File: config.mk
export PLATFORM = sky130hd
export DESIGN_NAME = period_timer
export DESIGN_NICKNAME = d
export VERILOG_FILES = /design/src/rtl/timer_pkg.sv /design/src/rtl/tmr_prescaler.sv /design/src/rtl/tmr_counter.sv /design/src/rtl/tmr_postscaler.sv /design/src/rtl/period_timer.sv
export SDC_FILE = /design/constraint.sdc
export NUM_CORES = 1
export LEC_CHECK = 0
export BUFFER_PORTS_ARGS = -buffer_cell sky130_fd_sc_hd__buf_2
export CORE_ASPECT_RATIO = 1.2
export CORE_MARGIN = 8
export CORE_UTILIZATION = 40
export DETAILED_ROUTE_END_ITERATION = 10
export PLACE_DENSITY = 0.64
export SYNTH_ARGS = -nofsm -noshare
export SYNTH_HDL_FRONTEND = slang
export SYNTH_SLANG_ARGS = --single-unit
File: constraint.sdc
create_clock -name clk -period 3.4 [get_ports clk]
set_clock_uncertainty 0.05 [all_clocks]
set_input_delay 0.17 -clock clk [delete_from_list [all_inputs] [get_ports clk]]
set_output_delay 0.17 -clock clk [all_outputs]
set_load 0.01 [all_outputs]
File: src/rtl/timer_pkg.sv
package timer_pkg;
   typedef enum logic [1:0] {
      A_COUNT  = 2'd0,
      A_PERIOD = 2'd1,
      A_CTRL   = 2'd2,
      A_STAT   = 2'd3
   } reg_addr_e;

   typedef struct packed {
      logic       rsv;
      logic [3:0] post_sel;
      logic       run;
      logic [1:0] pre_sel;
   } ctrl_t;

   localparam int CTRL_W = $bits(ctrl_t);
endpackage

File: src/rtl/tmr_prescaler.sv
module tmr_prescaler #(
   parameter int PRE_W = 4
) (
   input  logic       clk,
   input  logic       rst_n,
   input  logic       clr,
   input  logic       run,
   input  logic       tick,
   input  logic [1:0] sel,
   output logic       step
);
   logic [PRE_W-1:0] cnt;
   logic [PRE_W-1:0] term;
   logic             advance;

   if (PRE_W < 4) begin : g_bad_pre
      $error("tmr_prescaler: PRE_W must be at least 4");
   end

   always_comb begin
      unique casez (sel)
         2'b00:   term = '0;
         2'b01:   term = PRE_W'(3);
         default: term = PRE_W'(15);
      endcase
   end

   assign advance = run & tick & ~clr;
   assign step    = advance & (cnt == term);

   always_ff @(posedge clk) begin
      if (!rst_n)       cnt <= '0;
      else if (clr)     cnt <= '0;
      else if (advance) cnt <= (cnt == term) ? '0 : cnt + 1'b1;
   end

   p_presc_bound_r3: assert property (@(posedge clk) disable iff (!rst_n)
      cnt <= term);
   p_presc_flush_r8: assert property (@(posedge clk) disable iff (!rst_n)
      clr |=> cnt == '0);
endmodule

File: src/rtl/tmr_counter.sv
module tmr_counter #(
   parameter int W = 8
) (
   input  logic         clk,
   input  logic         rst_n,
   input  logic         load,
   input  logic [W-1:0] load_val,
   input  logic         step,
   input  logic [W-1:0] period,
   output logic [W-1:0] count,
   output logic         hit
);
   logic at_end;

   assign at_end = (count == period);
   assign hit    = step & at_end & ~load;

   always_ff @(posedge clk) begin
      if (!rst_n)    count <= '0;
      else if (load) count <= load_val;
      else if (step) count <= at_end ? '0 : count + 1'b1;
   end

   p_load_wins_r9: assert property (@(posedge clk) disable iff (!rst_n)
      load |=> count == $past(load_val));
   p_step_up_r4: assert property (@(posedge clk) disable iff (!rst_n)
      step && !load && count != period |=> count == $past(count) + W'(1));
   p_hold_r4: assert property (@(posedge clk) disable iff (!rst_n)
      !step && !load |=> $stable(count));
   p_wrap_r5: assert property (@(posedge clk) disable iff (!rst_n)
      hit |=> count == '0);
endmodule

File: src/rtl/tmr_postscaler.sv
module tmr_postscaler #(
   parameter int PS_W = 4
) (
   input  logic            clk,
   input  logic            rst_n,
   input  logic            clr,
   input  logic            evt,
   input  logic [PS_W-1:0] ratio,
   input  logic            flag_clr,
   output logic            flag
);
   logic [PS_W-1:0] cnt;
   logic            last;
   logic            set;

   assign last = (cnt == ratio);
   assign set  = evt & last & ~clr;

   always_ff @(posedge clk) begin
      if (!rst_n)   cnt <= '0;
      else if (clr) cnt <= '0;
      else if (evt) cnt <= last ? '0 : cnt + 1'b1;
   end

   always_ff @(posedge clk) begin
      if (!rst_n)        flag <= 1'b0;
      else if (set)      flag <= 1'b1;
      else if (flag_clr) flag <= 1'b0;
   end

   p_cnt_bound_r6: assert property (@(posedge clk) disable iff (!rst_n)
      cnt <= ratio);
   p_flag_sticky_r7: assert property (@(posedge clk) disable iff (!rst_n)
      flag && !flag_clr |=> flag);
   p_flag_w1c_r7: assert property (@(posedge clk) disable iff (!rst_n)
      flag_clr && !evt |=> !flag);
endmodule

File: src/rtl/period_timer.sv
module period_timer
   import timer_pkg::*;
#(
   parameter int CNT_W = 8,
   parameter int PRE_W = 4,
   parameter int PS_W  = 4
) (
   input  logic             clk,
   input  logic             rst_n,
   input  logic             tick_i,
   input  logic [1:0]       bus_addr_i,
   input  logic             bus_wr_i,
   input  logic [CNT_W-1:0] bus_wdata_i,
   output logic [CNT_W-1:0] bus_rdata_o,
   output logic             match_o,
   output logic             irq_o
);
   localparam int PAD_W = CNT_W - CTRL_W;

   if (CNT_W < CTRL_W) begin : g_bad_w
      $error("period_timer: CNT_W must hold the control byte");
   end
   if (PS_W < 1 || PS_W > 4) begin : g_bad_ps
      $error("period_timer: PS_W must be 1..4");
   end

   ctrl_t            ctrl_q;
   logic [CNT_W-1:0] period_q;
   logic [CNT_W-1:0] count;
   logic             cnt_wr, ctl_wr, per_wr, stat_clr;
   logic             flush, step, hit;
   logic [CNT_W-1:0] ctrl_rd;
   logic [CNT_W-1:0] stat_rd;

   assign cnt_wr   = bus_wr_i && (bus_addr_i == A_COUNT);
   assign per_wr   = bus_wr_i && (bus_addr_i == A_PERIOD);
   assign ctl_wr   = bus_wr_i && (bus_addr_i == A_CTRL);
   assign stat_clr = bus_wr_i && (bus_addr_i == A_STAT) && bus_wdata_i[0];
   assign flush    = cnt_wr | ctl_wr;

   always_ff @(posedge clk) begin
      if (!rst_n) begin
         ctrl_q   <= '0;
         period_q <= '1;
      end else begin
         if (ctl_wr) begin
            ctrl_q     <= ctrl_t'(bus_wdata_i[CTRL_W-1:0]);
            ctrl_q.rsv <= 1'b0;
         end
         if (per_wr) period_q <= bus_wdata_i;
      end
   end

   tmr_prescaler #(.PRE_W(PRE_W)) u_pre (
      .clk  (clk),
      .rst_n(rst_n),
      .clr  (flush),
      .run  (ctrl_q.run),
      .tick (tick_i),
      .sel  (ctrl_q.pre_sel),
      .step (step)
   );

   tmr_counter #(.W(CNT_W)) u_cnt (
      .clk     (clk),
      .rst_n   (rst_n),
      .load    (cnt_wr),
      .load_val(bus_wdata_i),
      .step    (step),
      .period  (period_q),
      .count   (count),
      .hit     (hit)
   );

   tmr_postscaler #(.PS_W(PS_W)) u_post (
      .clk     (clk),
      .rst_n   (rst_n),
      .clr     (flush),
      .evt     (hit),
      .ratio   (ctrl_q.post_sel[PS_W-1:0]),
      .flag_clr(stat_clr),
      .flag    (irq_o)
   );

   always_ff @(posedge clk) begin
      if (!rst_n) match_o <= 1'b0;
      else        match_o <= hit;
   end

   if (PAD_W > 0) begin : g_pad
      assign ctrl_rd = {{PAD_W{1'b0}}, 1'b0, ctrl_q[CTRL_W-2:0]};
   end else begin : g_nopad
      assign ctrl_rd = {1'b0, ctrl_q[CTRL_W-2:0]};
   end
   assign stat_rd = {{(CNT_W-1){1'b0}}, irq_o};

   always_comb begin
      unique case (bus_addr_i)
         A_COUNT:  bus_rdata_o = count;
         A_PERIOD: bus_rdata_o = period_q;
         A_CTRL:   bus_rdata_o = ctrl_rd;
         default:  bus_rdata_o = stat_rd;
      endcase
   end

   p_match_single_r5: assert property (@(posedge clk) disable iff (!rst_n)
      match_o && period_q != '0 |=> !match_o);
   p_ctrl_keeps_count_r8: assert property (@(posedge clk) disable iff (!rst_n)
      ctl_wr && !cnt_wr |=> count == $past(count) || count == '0 || count == $past(count) + CNT_W'(1));
endmodule

* Yosys cells after proc, flatten, opt, wreduce, memory -nomap -nowiden
Cells that the tools add are included.
** Operators by class
- Bitwise gates (word level) :: 11
- Reduce and logical (&&, ||, !) cells :: 10
- Add/subtract/negate cells :: 3
- Equality and inequality tests :: 7
- Multiplexer cells :: 9
** Operator list (count)
- 8-bit two-way mux :: 3
- 8-bit one-hot mux with 3 select lines :: 1
- 4-bit by 1-bit adder with 4-bit output, second input constant :: 2
- 8-bit by 1-bit adder with 8-bit output, second input constant :: 1
- 4-bit == test :: 2
- 8-bit == test :: 1
- 4-bit two-way mux :: 2
- 4-bit one-hot mux with 2 select lines :: 1
- 1-bit AND :: 7
- 1-bit logical AND :: 5
- 2-bit by 1-bit == test with 1-bit output, second input constant :: 2
- 2-bit == test, second input constant :: 2
- 2-bit logical NOT :: 2
- 2-bit nonzero test :: 2
- 1-bit NOT :: 3
- 1-bit two-way mux :: 2
- 2-bit OR reduction :: 1
- 1-bit bitwise OR :: 1
** Word-level totals
- Bits in registers :: 33
- Logic and storage cells :: 49

* Longest topological paths before layout
Gate-level depths: netlist of run 1.
- Depth after elaboration :: 11
- Mapped depth :: 7

* Modules after synthesis
A second synthesis of run 1 with hierarchy kept.
** Unflattened totals
- Cells, all modules :: 219
- Area total of the unflattened synthesis :: 1986.9 µm²
** By module, submodules not included
- period_timer :: times used 1, area an instance 868.3 µm², cells an instance 92
- tmr_counter :: times used 1, area an instance 584.3 µm², cells an instance 70
- tmr_postscaler :: times used 1, area an instance 279.0 µm², cells an instance 28
- tmr_prescaler :: times used 1, area an instance 255.2 µm², cells an instance 29

* Worst setup path after synthesis of run 1
No wires, ideal clock.
- Path type :: reg-to-reg
- Start point :: reg u_pre.cnt[0]
- End point :: reg u_cnt.count[0]
- Stages on the path, launching flop included :: 6
- Setup time :: 0.074 ns
- Slack :: 1.508 ns
- Period minus slack after synthesis :: 1.892 ns
- Arrival time :: 1.767 ns
- Cells stage by stage :: dfxtp_1 or3_1 a2111o_1 and2_4 or3_1 a31oi_1
** Between the ends
- Word-level cells in the longest chain between the ends :: 3
** Ends and longest elaborated chain
- from (decl) :: line tmr_prescaler.sv:12 : logic [PRE_W-1:0] cnt;
- from (signal assigned) :: line tmr_prescaler.sv:34 : else if (advance) cnt <= (cnt == term) ? '0 : cnt + 1'b1;
- 4-bit == test :: line tmr_prescaler.sv:29 : assign step = advance & (cnt == term);
- 1-bit AND :: line tmr_prescaler.sv:29
- 2-bit nonzero test (no source line)
- to (signal assigned) :: line tmr_counter.sv:20 : else if (load) count <= load_val;
- to (signal assigned) :: line tmr_counter.sv:21 : else if (step) count <= at_end ? '0 : count + 1'b1;
- to (decl) :: line tmr_counter.sv:10 : output logic [W-1:0] count,
No other way between the ends.
A chain may end at the register's enable or synchronous reset.

* Final worst setup path of run 1
- Start point :: reg u_cnt.count[2]
- End point :: reg u_post.cnt[3]
** Between the ends
- Word-level cells in the longest chain between the ends :: 3
** Ends and longest elaborated chain
- 8-bit == test :: line tmr_counter.sv:15 : assign at_end = (count == period);
- 1-bit AND (2 in series) :: line tmr_counter.sv:16 : assign hit = step & at_end & ~load;
- to (signal assigned) :: line tmr_postscaler.sv:22 : else if (evt) cnt <= last ? '0 : cnt + 1'b1;
- to (decl) :: line tmr_postscaler.sv:12 : logic [PS_W-1:0] cnt;
No other way between the ends.

==> out/qor.csv, run 1 <==
metric,value,unit
CTS buffer count,5,
routed vias,1736,
WP buf/inv,0,
Worst EP required,3530,ps
Synth cell types,44,
Iter 0 DRT Violations,139,
"Period Utilization, post-route",63.1,%
area share of fa/ha/maj cells after synthesis,2.00,%
simple-gate portion of the synthesized area,28.2,%
synthesized area,1880,um2
Yosys top cell area share,35.2,%
Synth-to-Final Area Change,11.1,%
first-pass GRT wire length,7980,um
pwr/cell area,384,nW/um2
Synth Area per Inst,7.89,um2
Arrival @ worst endpoint,2280,ps
gpl congestion,0.848,
"top cells by area, synth","dfxtp_1 (35%), nand2_1 (8.8%), nand3_1 (7.2%), o21ai_0 (5.1%), mux2i_1 (4.3%)",
TritonRoute pass-1 iters,4,
XOR/XNOR Fraction of Synth Area,7.00,%
Core ar.,4560,um2
post-CTS setup buffer count,0,
Pwr Total,800,uW
wire per inst,15.9,um
hold slack,62.7,ps
DP Area,2010,um2
setup violators final,0,
worst r2r src,u_cnt.count[2],
CTS sink cnt,33,
CP Launch Type,flip-flop,
TNS Setup,0,ps
post-synthesis net count,255,
status,finished clean,
Final Hold Fails,0,
gr ovfl total,0,
final instance area,2090,um2
Top Family by Delay on Critical Path,simple AND/OR/NAND/NOR gates,
post-CTS sizing,0,
worst hold-check path type,in2reg,
"EDFF count, synth",0,
largest net degree at the start of global routing,30,
relative slew slack,55.8,%
Setup Crit Path Kind,reg2reg,
largest family of logic cells by synthesized area,simple AND/OR/NAND/NOR gates,
Yosys Warn Count,0,
most frequent cells in the layout,"nand2_1 (44), dfxtp_1 (33), nand3_1 (27), buf_2 (23), o21ai_0 (19)",
IO Pins,24,
starting density of the core,41.2,%
GRT Overall Usage,13.9,%
Die Height,91.1,um
"Reg clk slew, reported paths",70,ps
Die W,78.6,um
antenna violations before repair,0,
post-synthesis register bit count,33,
H-Tree Depth,2,
Ant. Diodes,0,
share of post-route cells with drive strength above 1,14.5,%
Post-synth ARST share,0,%
Max VDD drop,191,uV
Final #Nets,272,
total wire length,4990,um
"Slowest-stage cell, CP",nor4_1,
vias in the first global route,1622,
RSZ-0062 raised after global routing,false,
achievable clock frequency,466,MHz
# rows,27,
Crit. Startpoint,u_cnt.count[2],
Hold Buf Count CTS,0,
ys flop type,dfxtp_1,
Worst-Skew Late Latency,290,ps
slew of the pin with the lowest slew margin,657,ps
Syn Inst Count,238,
Critical Path Fanout Max,9,
IO buf count,23,
clock root buffer,clkbuf_8,
post-synthesis mux area share,5.46,%
"Seq/Total Area, Yosys",35.2,%
Max Slew Vio Count,0,
critical path's largest stage delay,610,ps
vias per cell,5.53,
min cycle time layout,2140,ps
Antenna Nets Post-Route,0,
Synth Area in Compound Gates,18.2,%
CTS tree,built,
DRC viols,0,
leading area contributor after synthesis,dfxtp_1,
nature of the critical path endpoint,flip-flop,
MaxCap Viol Count,0,
Lkg Pwr,0.000805,uW
die area,7150,um2
clock buffer depth,2,
hold_sp,bus_wdata_i[7],
"commonest non-fill, non-tap cell in the layout",nand2_1,
DP HPWL,3700,um
crit path cell chain,xor2_1 > nor4_1 > and2_1 > nand3_1 > o41ai_1,
==> registers in the layout, summed over array words and instances (netlist names) <==
| signal | count |
|---|---|
| u_post.flag | 1 |
| match_o | 1 |
| u_post.cnt | 4 |
| u_pre.cnt | 4 |
| period_q | 8 |
| u_cnt.count | 8 |
| ctrl_q | 7 |
==> cell type report <==
class | instances | area [um2]
well taps | 58 | 72.6
inverters | 4 | 15.0
flip-flops and latches | 33 | 661
repair buffers | 23 | 115
clock buffers | 8 | 80.1
multi-input cells | 188 | 1140
fillers | 479 | 2470
==> where the power goes <==
group	switching [uW]	leakage [uW]	total [uW]	internal, uW
sequential	16.7	0.000269	416	399
clock	139	0.0000395	284	145
combinational	60.4	0.000497	99.8	39.4
==> worst paths after layout <==
check,endpoint,slack [ps],depth (start not counted)
max reg2reg,u_post.cnt[3],1260,5
min reg2reg,period_q[7],460,2
min,period_q[7],60,3
max,u_post.cnt[3],1260,5
==> synthesized netlist by cell type (2+ instances only) <==
| library cell | number |
|---|---|
| buf_2 | 3 |
| dfxtp_1 | 33 |
| xor2_1 | 9 |
| a31oi_1 | 5 |
| mux2i_1 | 8 |
| clkbuf_1 | 8 |
| nor2_1 | 10 |
| o21ai_0 | 19 |
| nor3_1 | 2 |
| nand4b_1 | 2 |
| nor4_1 | 2 |
| o41ai_1 | 2 |
| a31o_2 | 2 |
| a21boi_0 | 7 |
| or3_1 | 4 |
| a21oi_1 | 10 |
| inv_1 | 4 |
| and3_1 | 3 |
| nand4_1 | 3 |
| nand2_1 | 44 |
| xnor2_1 | 6 |
| ha_1 | 3 |
| nand3_1 | 27 |
| nor2b_1 | 2 |
==> through the flow <==
stage | utilization, % | setup WS, ps | cells
CTS | 45.7 | 1300 | 314
finish | 45.7 | 1260 | 314
detailed placement | 44.0 | 1230 | 306
floorplan | - | 1510 | 238
global route | 45.7 | 999 | 314
global placement | 44.0 | 1310 | 306
==> worst min-delay path: stages <==
cell and delay [ps]:
buf_2 90, nand2_1 40, nand3_1 60
==> cells by family (layout without fill, tap and decap cells) <==
kind of cell / Yosys count / after routing
fa+ha+maj: 3 / 3
simple gates: 108 / 108
buf+inv: 17 / 35
mux: 9 / 9
flops: 33 / 33
xor+xnor: 15 / 15
compound gates: 53 / 53
==> per-layer routing <==
| layer | up-vias | GRT usage (%) | part of all wire (%) |
|---|---|---|---|
| met5 | - | 0 | 0 |
| met2 | 49 | 23.4 | 48 |
| li1 | 887 | - | - |
| met3 | 7 | 3.55 | 5.9 |
| met1 | 793 | 16.4 | 45 |
| met4 | 0 | 5.42 | 1.5 |
Power figures use the tool's default switching activity.
==> run 2, diff against run 1 <==
==> constraint.sdc (replaced) <==
create_clock -name clk -period 2.1 [get_ports clk]
set_clock_uncertainty 0.05 [all_clocks]
set_input_delay 0.105 -clock clk [delete_from_list [all_inputs] [get_ports clk]]
set_output_delay 0.105 -clock clk [all_outputs]
set_load 0.01 [all_outputs]
==> out/qor.csv, run 2 (synthesized netlist as in run 1, its figures left out) <==
metric,value,unit
status,finished clean,
H-Tree Depth,2,
clock root buffer,clkbuf_8,
Setup Crit Path Kind,reg2reg,
largest net degree at the start of global routing,25,
Pwr Total,1470,uW
Flop pwr share,45.5,%
Clock power frac,42.2,%
Die Height,91.1,um
Comb power frac,12.3,%
Ant. Diodes,0,
achievable clock frequency,497,MHz
P_int,1110,uW
nature of the critical path endpoint,flip-flop,
met3 GRT Util,4.44,%
met1 usage,18.5,%
MaxCap Viol Count,0,
worst r2r src,ctrl_q[1],
worst hold endpoint,period_q[2],
share of post-route cells with drive strength above 1,19.6,%
hold_sp,bus_wdata_i[2],
Core ar.,4560,um2
Final #Nets,286,
total wire length,5110,um
slew of the pin with the lowest slew margin,520,ps
worst hold-check path type,in2reg,
IO Pins,24,
"Reg clk slew, reported paths",70,ps
Max VDD drop,422,uV
DRC viols,0,
pwr/cell area,659,nW/um2
vias per cell,5.57,
Final Hold Fails,0,
most used cell along the critical path,or3_1,
Critical Path Fanout Max,13,
number of fill cells in the layout,481,
top flop regs,"period_q x8, u_cnt.count x8, ctrl_q x7",
RSZ-0062 raised after global routing,false,
Lkg Pwr,0.000895,uW
Reg2Reg Setup Slack,90,ps
Max Slew Vio Count,0,
global routing's busiest layer,met2,
gpl congestion,0.835,
Antenna Nets Post-Route,0,
die area,7150,um2
Synth-to-Final Area Change,18.9,%
hold depth,3,
first-pass GRT wire length,8760,um
fin cells,328,
CTS buffer count,5,
Arrival @ worst endpoint,2180,ps
"Period Utilization, post-route",95.8,%
CTS sink cnt,33,
clock buffer depth,2,
Worst-Skew Late Latency,290,ps
switching pwr,362,uW
DP HPWL,3880,um
IO buf count,23,
crit path cell chain,or3_1 > a2111o_1 > and2_4 > or3_1 > a31oi_1,
placed instance count,319,
routed vias,1828,
Worst EP required,2270,ps
Die W,78.6,um
TNS Setup,0,ps
GRT Overall Usage,15.1,%
antenna violations before repair,0,
CTS tree,built,
Iter 0 DRT Violations,130,
WP buf/inv,0,
R2R depth,5,
vias in the first global route,1802,
starting density of the core,41.2,%
critical path's largest stage delay,440,ps
gr ovfl total,0,
TritonRoute pass-1 iters,4,
most frequent cells in the layout,"nand2_1 (43), dfxtp_1 (33), nand3_1 (27), buf_2 (23), o21ai_0 (19)",
"commonest non-fill, non-tap cell in the layout",nand2_1,
# rows,27,
Sw Share,24.6,%
met2 Resource Use GR,24.2,%
setup violators final,0,
"Slowest-stage cell, CP",a2111o_1,
wire per inst,15.6,um
Top Family by Delay on Critical Path,simple AND/OR/NAND/NOR gates,
min cycle time layout,2010,ps
relative slew slack,65.2,%
Worst R2R End,u_cnt.count[0],
CP Launch Type,flip-flop,
==> run 2: cell count changes in the layout (fill, tap and decap cells not counted), sizes merged <==
cell	previous run	this run
buf	23	36
clkbuf	8	7
bufinv	0	1
dlygate4sd3	0	1
==> run 2: cell type report <==
| class | instances | area [um2] | area share (%) |
|---|---|---|---|
| multi-input cells | 188 | 1140 | 51.3 |
| flip-flops and latches | 33 | 661 | 29.6 |
| repair buffers | 37 | 223 | 9.98 |
| clock buffers | 7 | 86.3 | 3.87 |
| well taps | 58 | 72.6 | 3.25 |
| clock inverters | 1 | 30.0 | 1.35 |
| inverters | 4 | 15.0 | 0.673 |
==> run 2: layer usage <==
metal | wire length [um] | vias up
met2 | 2470 | 35
li1 | - | 918
met1 | 2310 | 868
met4 | 82 | 0
met3 | 246 | 7
met5 | 0 | -
==> run 2: worst register-to-register path: cells and delay by family (launching register included) <==
family,cells,cell delay [ps]
and+or+nand+nor,3,940
AOI/OAI and AO/OA,2,600
DFF,1,340
==> run 2: worst max-delay path by stage <==
stage                       from              to  cells past startpoint
floorplan           u_pre.cnt[0]  u_cnt.count[0]                      5
global placement    u_pre.cnt[0]  u_cnt.count[0]                      5
detailed placement  u_pre.cnt[0]  u_cnt.count[0]                      5
CTS                 u_pre.cnt[0]  u_cnt.count[0]                      5
global route        u_pre.cnt[0]  u_cnt.count[0]                      5
finish                 ctrl_q[1]  u_cnt.count[0]                      5
==> run 2: power groups by stage <==
stage / clock network (uW) / logic, uW / registers, uW
after global routing: 665 / 201 / 673
final: 621 / 181 / 669
after global placement: 0 / 178 / 683
after floorplan: 0 / 114 / 677
after CTS: 631 / 181 / 670
after detailed placement: 0 / 178 / 684
==> run 2: through the flow <==
step / util, % / setup WS (ps) / cell area, um2 / hold slack (ps)
6_report: 48.9 / 88.3 / 2230 / 28.1
5_1_grt: 48.9 / 26.2 / 2230 / 23.2
4_1_cts: 48.9 / 79.8 / 2230 / 21.6
3_5_place_dp: 46.1 / 100 / 2100 / 292
3_3_place_gp: 46.1 / 111 / 2100 / 288
2_1_floorplan: - / 208 / 1880 / 179
==> run 2: what timing repair did <==
action	CTS	global route
setup endpoints to repair	0	2
setup buffers	0	0
gates resized for setup	0	1
hold buffers	1	0
endpoints found under the hold margin	1	0
